===== config.mk =====
export PLATFORM = sky130hd
export DESIGN_NAME = msi_line_ctrl
export DESIGN_NICKNAME = d
export VERILOG_FILES = /design/src/rtl/msi_pkg.sv /design/src/rtl/msi_dpath.sv /design/src/rtl/msi_ctrl.sv /design/src/rtl/msi_line_ctrl.sv
export SDC_FILE = /design/constraint.sdc
export NUM_CORES = 1
export LEC_CHECK = 0
export CAP_MARGIN = 20
export CELL_PAD_IN_SITES_DETAIL_PLACEMENT = 1
export CELL_PAD_IN_SITES_GLOBAL_PLACEMENT = 2
export CORE_AREA = 2 2 102 104
export DETAILED_ROUTE_END_ITERATION = 8
export DIE_AREA = 0 0 104 106
export PLACE_DENSITY_LB_ADDON = 0.1
export SETUP_SLACK_MARGIN = 0.3
export SLEW_MARGIN = 20
export SYNTH_ARGS = -nofsm -noshare
export SYNTH_HDL_FRONTEND = slang
export SYNTH_SLANG_ARGS = --single-unit

===== constraint.sdc =====
create_clock -name clk -period 5.15 [get_ports clk]
set_input_delay 0.515 -clock clk [delete_from_list [all_inputs] [get_ports clk]]
set_output_delay 0.515 -clock clk [all_outputs]
set_load 0.02 [all_outputs]

===== src/rtl/msi_pkg.sv =====
package msi_pkg;

  typedef enum logic [1:0] {
    LN_INV = 2'd0,
    LN_SHR = 2'd1,
    LN_MOD = 2'd2
  } lineSt_e;

  typedef enum logic [2:0] {
    BC_NONE   = 3'd0,
    BC_RDMISS = 3'd1,
    BC_WRMISS = 3'd2,
    BC_INVAL  = 3'd3,
    BC_WBACK  = 3'd4
  } busCmd_e;

  // strobes from control to datapath
  typedef struct packed {
    logic    capture;   // latch processor request
    logic    lineWr;    // write state and tag of request line
    lineSt_e lineSt;
    logic    dataWr;    // write data word of request line
    logic    takeFill;  // data from bus fill instead of request word
    logic    useVictim; // bus address/data from stored line
    logic    snpWr;     // write state of snooped line
    lineSt_e snpSt;
  } dpStrobe_t;

endpackage


===== src/rtl/msi_dpath.sv =====
module msi_dpath
  import msi_pkg::*;
#(
  parameter int IDX_W  = 2,
  parameter int TAG_W  = 3,
  parameter int DATA_W = 8
) (
  input  logic                   clk,
  input  logic                   rstN,
  input  dpStrobe_t              strb,
  input  logic [TAG_W+IDX_W-1:0] cpuAddr,
  input  logic                   cpuWe,
  input  logic [DATA_W-1:0]      cpuWdata,
  input  logic [DATA_W-1:0]      busFillData,
  input  logic [TAG_W+IDX_W-1:0] snpAddr,
  output logic                   reqWe,
  output lineSt_e                reqState,
  output logic                   reqTagHit,
  output logic [TAG_W+IDX_W-1:0] busAddrOut,
  output logic [DATA_W-1:0]      busDataOut,
  output logic [DATA_W-1:0]      rdData,
  output lineSt_e                snpState,
  output logic [DATA_W-1:0]      snpData,
  output logic                   snpSameIdx
);
  localparam int ADDR_W = TAG_W + IDX_W;
  localparam int LINES  = 1 << IDX_W;

  logic [ADDR_W-1:0] reqAddrQ;
  logic              reqWeQ;
  logic [DATA_W-1:0] reqWdataQ;

  always_ff @(posedge clk or negedge rstN) begin
    if (!rstN) begin
      reqAddrQ  <= '0;
      reqWeQ    <= 1'b0;
      reqWdataQ <= '0;
    end else if (strb.capture) begin
      reqAddrQ  <= cpuAddr;
      reqWeQ    <= cpuWe;
      reqWdataQ <= cpuWdata;
    end
  end

  logic [IDX_W-1:0]  reqIdx, snpIdx;
  logic [TAG_W-1:0]  reqTag, snpTag;
  logic [DATA_W-1:0] wrWord;

  assign reqIdx = reqAddrQ[IDX_W-1:0];
  assign reqTag = reqAddrQ[ADDR_W-1:IDX_W];
  assign snpIdx = snpAddr[IDX_W-1:0];
  assign snpTag = snpAddr[ADDR_W-1:IDX_W];
  assign wrWord = strb.takeFill ? busFillData : reqWdataQ;

  lineSt_e           stVec   [LINES];
  logic [TAG_W-1:0]  tagVec  [LINES];
  logic [DATA_W-1:0] dataVec [LINES];

  for (genvar g = 0; g < LINES; g++) begin : gLine
    lineSt_e           stQ;
    logic [TAG_W-1:0]  tagQ;
    logic [DATA_W-1:0] dataQ;
    logic              cpuSel, snpSel;

    assign cpuSel = (reqIdx == IDX_W'(g));
    assign snpSel = (snpIdx == IDX_W'(g));

    // processor-side update wins over a snoop to the same line
    always_ff @(posedge clk or negedge rstN) begin
      if (!rstN)                        stQ <= LN_INV;
      else if (strb.lineWr && cpuSel)   stQ <= strb.lineSt;
      else if (strb.snpWr && snpSel)    stQ <= strb.snpSt;
    end

    always_ff @(posedge clk) begin
      if (strb.lineWr && cpuSel) tagQ  <= reqTag;
      if (strb.dataWr && cpuSel) dataQ <= wrWord;
    end

    assign stVec[g]   = stQ;
    assign tagVec[g]  = tagQ;
    assign dataVec[g] = dataQ;
  end

  assign reqWe      = reqWeQ;
  assign reqState   = stVec[reqIdx];
  assign reqTagHit  = (tagVec[reqIdx] == reqTag);
  assign busAddrOut = strb.useVictim ? {tagVec[reqIdx], reqIdx} : reqAddrQ;
  assign busDataOut = strb.useVictim ? dataVec[reqIdx] : '0;
  assign rdData     = dataVec[reqIdx];

  assign snpState   = (stVec[snpIdx] != LN_INV && tagVec[snpIdx] == snpTag)
                      ? stVec[snpIdx] : LN_INV;
  assign snpData    = dataVec[snpIdx];
  assign snpSameIdx = (snpIdx == reqIdx);

  // a completed fill leaves the request line valid under the request tag
  p_fill_valid_r3: assert property (@(posedge clk) disable iff (!rstN)
    (strb.lineWr && strb.lineSt != LN_INV) |=> (reqState != LN_INV && reqTagHit));

endmodule


===== src/rtl/msi_ctrl.sv =====
module msi_ctrl
  import msi_pkg::*;
(
  input  logic      clk,
  input  logic      rstN,
  input  logic      cpuReq,
  input  logic      busGnt,
  input  logic      snpValid,
  input  logic [2:0] snpCmd,
  input  logic      reqWe,
  input  lineSt_e   reqState,
  input  logic      reqTagHit,
  input  lineSt_e   snpState,
  input  logic      snpSameIdx,
  output dpStrobe_t strb,
  output logic      cpuDone,
  output logic      cpuHit,
  output logic      busReq,
  output logic      busValidOut,
  output busCmd_e   busCmdOut,
  output logic      snpSupply
);
  typedef enum logic [1:0] {C_IDLE, C_LOOK, C_ARB, C_RESP} ctrlSt_e;

  ctrlSt_e curSt, nxtSt;
  logic    hitQ, hitD;
  logic    lineValid, hitNow, upgrade, victimDirty, granted, lookStall;

  assign lineValid   = (reqState != LN_INV) && reqTagHit;
  assign hitNow      = lineValid && (!reqWe || reqState == LN_MOD);
  assign upgrade     = lineValid && reqWe && reqState == LN_SHR;
  assign victimDirty = !reqTagHit && reqState == LN_MOD;
  assign granted     = busGnt;
  assign lookStall   = snpValid && snpSameIdx;

  always_comb begin
    strb        = '0;
    nxtSt       = curSt;
    hitD        = hitQ;
    busValidOut = 1'b0;
    busCmdOut   = BC_NONE;
    snpSupply   = 1'b0;

    case (curSt)
      C_IDLE: if (cpuReq) begin
        strb.capture = 1'b1;
        nxtSt        = C_LOOK;
      end
      C_LOOK: if (!lookStall) begin
        if (hitNow) begin
          hitD        = 1'b1;
          strb.dataWr = reqWe;
          nxtSt       = C_RESP;
        end else begin
          hitD  = 1'b0;
          nxtSt = C_ARB;
        end
      end
      C_ARB: if (granted) begin
        if (upgrade) begin
          busValidOut = 1'b1;
          busCmdOut   = BC_INVAL;
          strb.lineWr = 1'b1;
          strb.lineSt = LN_MOD;
          strb.dataWr = 1'b1;
          nxtSt       = C_RESP;
        end else if (victimDirty) begin
          busValidOut    = 1'b1;
          busCmdOut      = BC_WBACK;
          strb.useVictim = 1'b1;
          strb.lineWr    = 1'b1;
          strb.lineSt    = LN_INV;
        end else if (hitNow) begin
          strb.dataWr = reqWe;
          nxtSt       = C_RESP;
        end else begin
          busValidOut   = 1'b1;
          busCmdOut     = reqWe ? BC_WRMISS : BC_RDMISS;
          strb.lineWr   = 1'b1;
          strb.lineSt   = reqWe ? LN_MOD : LN_SHR;
          strb.dataWr   = 1'b1;
          strb.takeFill = !reqWe;
          nxtSt         = C_RESP;
        end
      end
      default: nxtSt = C_IDLE;
    endcase

    if (snpValid && snpState != LN_INV) begin
      case (busCmd_e'(snpCmd))
        BC_RDMISS: if (snpState == LN_MOD) begin
          snpSupply  = 1'b1;
          strb.snpWr = 1'b1;
          strb.snpSt = LN_SHR;
        end
        BC_WRMISS: begin
          snpSupply  = (snpState == LN_MOD);
          strb.snpWr = 1'b1;
          strb.snpSt = LN_INV;
        end
        BC_INVAL: begin
          strb.snpWr = 1'b1;
          strb.snpSt = LN_INV;
        end
        default: ;
      endcase
    end
  end

  always_ff @(posedge clk or negedge rstN) begin
    if (!rstN) begin
      curSt <= C_IDLE;
      hitQ  <= 1'b0;
    end else begin
      curSt <= nxtSt;
      hitQ  <= hitD;
    end
  end

  assign cpuDone = (curSt == C_RESP);
  assign cpuHit  = (curSt == C_RESP) && hitQ;
  assign busReq  = (curSt == C_ARB);

  p_bus_needs_grant_r6: assert property (@(posedge clk) disable iff (!rstN)
    busValidOut |-> (busGnt && busReq));
  p_req_holds_r6: assert property (@(posedge clk) disable iff (!rstN)
    (busReq && !busValidOut) |=> busReq);
  p_done_single_r2: assert property (@(posedge clk) disable iff (!rstN)
    cpuDone |=> !cpuDone);
  p_hit_quiet_r2: assert property (@(posedge clk) disable iff (!rstN)
    (cpuDone && cpuHit) |-> (!busReq && !$past(busReq)));
  p_inval_upgrades_r5: assert property (@(posedge clk) disable iff (!rstN)
    (busValidOut && busCmdOut == BC_INVAL) |=> (reqState == LN_MOD));
  p_wb_then_fill_r7: assert property (@(posedge clk) disable iff (!rstN)
    (busValidOut && busCmdOut == BC_WBACK) |=> (busReq && reqState == LN_INV));

endmodule


===== src/rtl/msi_line_ctrl.sv =====
module msi_line_ctrl
  import msi_pkg::*;
#(
  parameter int IDX_W  = 2,
  parameter int TAG_W  = 3,
  parameter int DATA_W = 8
) (
  input  logic                   clk,
  input  logic                   rstN,
  input  logic                   cpuReq,
  input  logic                   cpuWe,
  input  logic [TAG_W+IDX_W-1:0] cpuAddr,
  input  logic [DATA_W-1:0]      cpuWdata,
  output logic                   cpuDone,
  output logic                   cpuHit,
  output logic [DATA_W-1:0]      cpuRdata,
  output logic                   busReq,
  input  logic                   busGnt,
  output logic                   busValidOut,
  output logic [2:0]             busCmdOut,
  output logic [TAG_W+IDX_W-1:0] busAddrOut,
  output logic [DATA_W-1:0]      busDataOut,
  input  logic [DATA_W-1:0]      busFillData,
  input  logic                   snpValid,
  input  logic [2:0]             snpCmd,
  input  logic [TAG_W+IDX_W-1:0] snpAddr,
  output logic                   snpSupply,
  output logic [DATA_W-1:0]      snpData
);
  dpStrobe_t strb;
  lineSt_e   reqState, snpState;
  logic      reqWe, reqTagHit, snpSameIdx;
  busCmd_e   cmdW;

  msi_ctrl ctrl_i (
    .clk        (clk),
    .rstN       (rstN),
    .cpuReq     (cpuReq),
    .busGnt     (busGnt),
    .snpValid   (snpValid),
    .snpCmd     (snpCmd),
    .reqWe      (reqWe),
    .reqState   (reqState),
    .reqTagHit  (reqTagHit),
    .snpState   (snpState),
    .snpSameIdx (snpSameIdx),
    .strb       (strb),
    .cpuDone    (cpuDone),
    .cpuHit     (cpuHit),
    .busReq     (busReq),
    .busValidOut(busValidOut),
    .busCmdOut  (cmdW),
    .snpSupply  (snpSupply)
  );

  msi_dpath #(.IDX_W(IDX_W), .TAG_W(TAG_W), .DATA_W(DATA_W)) dpath_i (
    .clk        (clk),
    .rstN       (rstN),
    .strb       (strb),
    .cpuAddr    (cpuAddr),
    .cpuWe      (cpuWe),
    .cpuWdata   (cpuWdata),
    .busFillData(busFillData),
    .snpAddr    (snpAddr),
    .reqWe      (reqWe),
    .reqState   (reqState),
    .reqTagHit  (reqTagHit),
    .busAddrOut (busAddrOut),
    .busDataOut (busDataOut),
    .rdData     (cpuRdata),
    .snpState   (snpState),
    .snpData    (snpData),
    .snpSameIdx (snpSameIdx)
  );

  assign busCmdOut = cmdW;

endmodule


==> results of run 1 <==
## layer usage
metal | track usage | share of wire | vias up
met5 | 0 | 0 | -
met4 | 0.0512 | 0.013 | 0
met3 | 0.0349 | 0.032 | 10
met2 | 0.300 | 0.49 | 53
met1 | 0.238 | 0.46 | 1263
li1 | - | - | 1148
## worst register-to-register path, cell delays in order (launching register included)
cell	delay [ps]
dfrtp_1	610
mux4_1	700
xnor2_1	270
nand2_1	160
a21oi_1	180
a32o_1	250
and4b_1	550
## per-stage QoR
step                      power, mW  setup WS (ps)  area, um2
after floorplan                1.75           2410       3820
after CTS                      2.67            832       4860
final                          2.64            932       4860
after detailed placement       2.16           1210       4630
after global placement         2.12           1280       4630
after global routing           2.80            695       4860
## cell usage after synthesis (all sizes together), types with 2 or more instances
cell type  count  area share
nor3           5      0.0092
nor4b          2       0.010
and3           2      0.0033
mux2          31       0.092
and2           2      0.0033
or3            2      0.0033
edfxtp        44        0.35
ha             5       0.016
nand2         14       0.014
nand4          5      0.0082
nor2          11       0.011
nand3          4      0.0052
buf           14       0.023
xor2           2      0.0046
mux2i         12       0.031
clkbuf         3      0.0033
o2bb2ai        4      0.0092
inv            9      0.0089
nand2b         6      0.0098
nor2b         10       0.018
and4b          2      0.0052
xnor2         10       0.023
a21oi          3      0.0069
or2            2      0.0033
dfrtp         25        0.16
mux4          23        0.14
## cells by family (layout without fill, tap and decap cells)
logic type	count (synthesis)	in the layout
compound gates	15	15
xor+xnor	12	12
fa+ha+maj	5	5
buf+inv	26	101
flops	69	69
mux	66	66
simple gates	72	72
## layout make-up
cell class                 count  area, um2  area share
multi-input combinational    170       1730       0.356
timing repair buffer          76        748       0.154
clock inverter                 6       93.8      0.0193
tap                          136        170      0.0350
sequential                    69       1950       0.400
clock buffer                  10        138      0.0283
inverter                       9       33.8     0.00694
## power breakdown
group / internal [mW] / total, mW / switching, mW
clock network: 0.289 / 0.508 / 0.219
registers: 0.781 / 0.903 / 0.122
logic: 0.594 / 1.23 / 0.632
total: 1.66 / 2.64 / 0.973
## worst paths after layout
kind	slack [ps]	cells after the start	end	startpoint
hold reg to reg	500	2	ctrl_i.hitQ	ctrl_i.hitQ
setup reg to reg	2070	6	dpath_i.gLine[2].dataQ[1]	dpath_i.reqAddrQ[0]
hold / removal	500	2	ctrl_i.hitQ	ctrl_i.hitQ
max in group asynchronous	4310	2	dpath_i.reqAddrQ[3]	rstN
min in group asynchronous	530	2	dpath_i.reqWdataQ[1]	rstN
setup / recovery	930	8	busAddrOut[4]	dpath_i.reqAddrQ[1]
## flip-flops by register name, indices dropped and copies added (netlist names)
signal,cells
dpath_i.reqWdataQ,8
ctrl_i.hitQ,1
dpath_i.reqAddrQ,5
dpath_i.gLine.tagQ,12
ctrl_i.curSt,2
dpath_i.reqWe,1
dpath_i.gLine.dataQ,32
dpath_i.gLine.stQ,8
## placed cells by master, fill, tap and decap left out, types with 3 or more instances in the layout
| cell type | count |
|---|---|
| mux2i_1 | 12 |
| nor2_1 | 11 |
| nor2b_1 | 9 |
| ha_1 | 5 |
| nand3_1 | 4 |
| edfxtp_1 | 44 |
| nor3_1 | 3 |
| clkbuf_8 | 10 |
| mux4_2 | 21 |
| dfrtp_1 | 25 |
| o2bb2ai_1 | 4 |
| nand2b_1 | 6 |
| nand4_1 | 5 |
| clkdlybuf4s50_1 | 71 |
| xnor2_1 | 10 |
| inv_1 | 9 |
| mux2_2 | 29 |
| nand2_1 | 14 |
| buf_4 | 5 |
==> metrics.cfg, run 1 <==
[run_status]
status = finished clean

[yosys]
netlist_area_um2 = 3820
synth_xor_area_frac = 0.0275
yosysSeqAreaShare = 0.510
synth_area_per_cell_um2 = 14.4
synth-main-ff-cell = edfxtp_1
synthCells = 265
synth_compound_area_frac = 0.0321
synthesis.nets = 305
synth-warning-count = 0
synthSimpleGateAreaFrac = 0.117
ys_ff_latch = 69
synthArstFlopShare = 0.362
synth_top_family_by_area = multiplexers
synth_cell_types = 50
synth-edff-count = 44
synthMuxAreaShare = 0.262
synthAdderAreaFrac = 0.0164

[layout]
area_delta_synth_final_pct = 27.5
layout-drive-gt1-share = 0.241
fill_cells = 1026
stdcell_count = 476
nets = 375
antenna_cells = 0
final_util = 0.486

[timing]
max_freq_mhz = 237
setup_viol = 0
tightest_slew_ps = 770
totalNegativeSetupSlack_ps = 0
hold_viol_final = 0
post-route-min-period_ps = 4220
fin_crit_sh = 0.819
maxSlewHeadroom = 0.485
grt_setup_unrepaired = no
holdWs_ps = 496
finClkSkew_ps = 12.3
drv_slew = 0

[placed_design]
dpl.cell_count = 460
gp_congestion = 0.759
port_buffers = 71
dp_hpwl_um = 7060

[flow_run]
maxCapViolCount = 0

[die]
initial_core_util = 0.382
core_area_um2 = 10000
die_y_um = 106
die_w_um = 104
dieArea_um2 = 11000
fp-row-count = 37
ios = 72

[power_and_ir_drop]
vdd_drop_max_v = 0.000239
leakage_nw = 1.79
p_per_area_nw_per_um2 = 542

[critical_path]
critPathTopFamily = multiplexers
required_ps = 4640
crit_chain = buf_4 > mux2i_1 > xnor2_1 > mux2i_1 > nand3_1 > nand4_1 > mux2_2 > clkdlybuf4s50_1
slowest_delay_ps = 600
worstSetupPathType = reg -> out
crit_path_frequent_cell = mux2i_1
start_kind = flip-flop
slowest_stage = dfrtp_1
critPathBufInv = 2
critPathArrivalTime_ps = 3700
end_kind = primary output
worstPathMaxFanout = 17

[cts]
clk_root_buffer_cell = clkbuf_8
clk_latency_ps = 350
clock_sinks = 69
cts_resized = 0
cts_buffers = 9
clk_pin_slew_ps = 80
cts_tree = yes
cts_hold_buf = 0
clock_path_buffers = 2
cts_setup_buffers = 0
htreeDepth = 3

[drt]
drc = 0
ant_nets = 0
vias = 2474
wirelength_um = 9410
wire_per_inst_um = 19.8
firstDrtPassIters = 5
drt_iter0_markers = 106
avgViaCountPerCell = 5.20

[grt]
grt_pass1_vias = 2706
grt_max_degree = 26
grt.total_usage = 0.179
grt_pass1_wl_um = 14900
antenna_found_initial = 0
grt.overflow.total = 0

[worst_hold_path]
hold_class = reg -> reg

Power figures use the tool's default switching activity.
==> inputs of run 2 (changes only) <==
--- a/config.mk
+++ b/config.mk
@@ -8,9 +8,9 @@
 export CAP_MARGIN = 20
 export CELL_PAD_IN_SITES_DETAIL_PLACEMENT = 1
 export CELL_PAD_IN_SITES_GLOBAL_PLACEMENT = 2
-export CORE_AREA = 2 2 102 104
+export CORE_AREA = 2 2 111 113
 export DETAILED_ROUTE_END_ITERATION = 8
-export DIE_AREA = 0 0 104 106
+export DIE_AREA = 0 0 113 115
 export PLACE_DENSITY_LB_ADDON = 0.1
 export SETUP_SLACK_MARGIN = 0.3
 export SLEW_MARGIN = 20
==> constraint.sdc (replaced) <==
create_clock -name clk -period 3.4 [get_ports clk]
set_input_delay 0.34 -clock clk [delete_from_list [all_inputs] [get_ports clk]]
set_output_delay 0.34 -clock clk [all_outputs]
set_load 0.02 [all_outputs]
==> metrics.cfg, run 2 (synthesis results as in run 1) <==
[layout]
area_delta_synth_final_pct = 33.0
largest_reg_flops = 32  ; unchanged
top_regs = dpath_i.gLine.dataQ x32, dpath_i.gLine.tagQ x12
nets = 385  ; +2.7%
final_cell_mix = 55 x clkdlybuf4s50_1, 44 x edfxtp_1, 29 x mux2_2
top_register = dpath_i.gLine.dataQ
antenna_cells = 0  ; unchanged
fill_cells = 1206  ; +18%
layout-drive-gt1-share = 0.286  ; +0.0445
layout_commonest_cell = clkdlybuf4s50_1

[drt]
wire_per_inst_um = 19.6  ; -0.73%
avgViaCountPerCell = 5.02  ; -3.5%
wirelength_um = 9750  ; +3.6%
firstDrtPassIters = 6  ; +1
vias = 2493  ; +0.77%
drt_iter0_markers = 80  ; -25%
ant_nets = 0  ; unchanged
drc = 4  ; +4

[timing]
finClkSkew_ps = 6.33  ; -5.92 ps
hold_viol_final = 0  ; unchanged
setup_viol = 0  ; unchanged
max_freq_mhz = 336
setup_ws_ps = 424  ; -507 ps
tightest_slew_ps = 739  ; -31.1 ps
maxSlewHeadroom = 0.506  ; +0.0208
fin_crit_sh = 0.875
post-route-min-period_ps = 2980
grt_setup_unrepaired = no
totalNegativeSetupSlack_ps = 0  ; unchanged
drv_slew = 0  ; unchanged

[run_status]
violations = design-rule violations
status = complete, but fails checks

[die]
initial_core_util = 0.323  ; -0.0585
ios = 72  ; unchanged
fp-row-count = 40  ; +8.1%
die_y_um = 115  ; +8.5%
core_area_um2 = 11800  ; +18%
dieArea_um2 = 13000  ; +18%
die_w_um = 113  ; +8.7%

[power_and_ir_drop]
seq_power_share = 0.317  ; -0.025
switching_share = 0.353  ; -0.0157
p_int_mw = 2.80  ; +68%
netSwitchingPower_mw = 1.53  ; +57%
vdd_drop_max_v = 0.000328  ; +37%
power_frac_comb = 0.455  ; -0.010
pwr-share-clk = 0.228  ; +0.035
p_per_area_nw_per_um2 = 853  ; +57%
leakage_nw = 2.02  ; +13%

[cts]
clock_sinks = 69  ; unchanged
cts_hold_buf = 0  ; unchanged
cts_buffers = 9  ; unchanged
clock_path_buffers = 2  ; unchanged
clk_root_buffer_cell = clkbuf_16
clk_pin_slew_ps = 60  ; -20 ps
htreeDepth = 3  ; unchanged
cts_tree = yes
clk_latency_ps = 330  ; -20 ps

[grt]
met2_usage = 0.258  ; -0.0424
grt.busiest_layer = met2
grt.overflow.total = 0  ; unchanged
grt_pass1_vias = 2717  ; +0.41%
grt_pass1_wl_um = 15200  ; +2.0%
grtUsageMet1 = 0.209  ; -0.0292
grt.total_usage = 0.158  ; -0.0207
antenna_found_initial = 0  ; unchanged
grtUsageMet3 = 0.0395  ; +0.00459
grt_max_degree = 26  ; unchanged

[critical_path]
required_ps = 3060  ; -1580 ps
worstSetupPathType = reg -> out
crit_path_frequent_cell = buf_4
worstPathMaxFanout = 5  ; -12
end_kind = primary output
critPathArrivalTime_ps = 2640  ; -1060 ps
crit_chain = buf_4 > mux4_2 > nor2b_4 > nand4_1 > buf_4 > mux2_2 > dlygate4sd2_1
slowest_stage = mux4_2
start_kind = flip-flop
slowest_delay_ps = 590  ; about the same

[worst_hold_path]
hold_class = in -> async

[placed_design]
port_buffers = 71  ; unchanged
gp_congestion = 0.808  ; +6.5%
dp_hpwl_um = 7270  ; +3.1%
dpl_worst_slack_ps = 235  ; -978 ps

[flow_run]
maxCapViolCount = 0  ; unchanged

[run 2: cell count changes in the layout (fill, tap and decap cells not counted), sizes merged]
cell / before / now
clkdlybuf4s50: 71 / 55
clkdlybuf4s15: 0 / 1
dlygate4sd2: 0 / 8
buf: 5 / 15
dlymetal6s2s: 0 / 6
clkinv: 2 / 3
[run 2: cell type report]
type / instances / area [um2] / share of cell area
Sequential cell: 69 / 1950 / 0.384
Multi-Input combinational cell: 170 / 1750 / 0.346
Inverter: 9 / 33.8 / 0.00666
Tap cell: 147 / 184 / 0.0362
Timing Repair Buffer: 86 / 840 / 0.165
Clock buffer: 9 / 225 / 0.0444
Clock inverter: 7 / 88.8 / 0.0175
[run 2: routing by layer]
metal / up-vias / wire length [um]
li1: 1169 / -
met1: 1250 / 4380
met2: 64 / 4680
met3: 10 / 511
met4: 0 / 174
met5: - / 0
[run 2: repair_timing]
| item | 4_1_cts | 5_1_grt |
|---|---|---|
| gates cloned | 0 | 0 |
| pin swaps | 1 | 1 |
| buffers inserted | 3 | 1 |
| resized for setup | 22 | 10 |
| endpoints found under the setup margin | 16 | 10 |
[run 2: stage by stage]
step / power [mW] / cell area (um2) / instances / util / hold WS (ps)
final: 4.33 / 5070 / 497 / 0.430 / 396
after global routing: 4.59 / 5070 / 497 / 0.430 / 452
after global placement: 3.27 / 4690 / 477 / 0.397 / 473
after floorplan: 2.65 / 3820 / 265 / - / 44.4
after CTS: 4.37 / 5050 / 496 / 0.428 / 412
after detailed placement: 3.30 / 4690 / 477 / 0.397 / 475
[run 2: power by group through the flow]
stage | Clock (mW) | Sequential (mW) | Combinational [mW]
floorplan | 0 | 1.29 | 1.35
global placement | 0 | 1.37 | 1.89
detailed placement | 0 | 1.38 | 1.92
CTS | 1.01 | 1.38 | 1.99
global route | 1.04 | 1.41 | 2.14
finish | 0.985 | 1.37 | 1.97
[run 2: final timing paths]
kind / endpoint / start / slack, ps / cells after the start
setup / recovery: busAddrOut[4] / dpath_i.reqAddrQ[0] / 420 / 7
hold / removal: dpath_i.reqAddrQ[3] / rstN / 400 / 2
setup reg to reg: dpath_i.gLine[1].dataQ[7] / dpath_i.reqAddrQ[0] / 540 / 7
hold reg to reg: ctrl_i.hitQ / ctrl_i.hitQ / 490 / 2
max in group asynchronous: dpath_i.reqAddrQ[1] / rstN / 2700 / 2
min in group clk: ctrl_i.hitQ / ctrl_i.hitQ / 490 / 2
[run 2: critical path, delay by kind of cell, from the launching register on]
kind | cells | cell delay [ps]
buffers and inverters | 3 | 640
DFF | 1 | 430
and+or+nand+nor | 2 | 380
muxes | 2 | 850
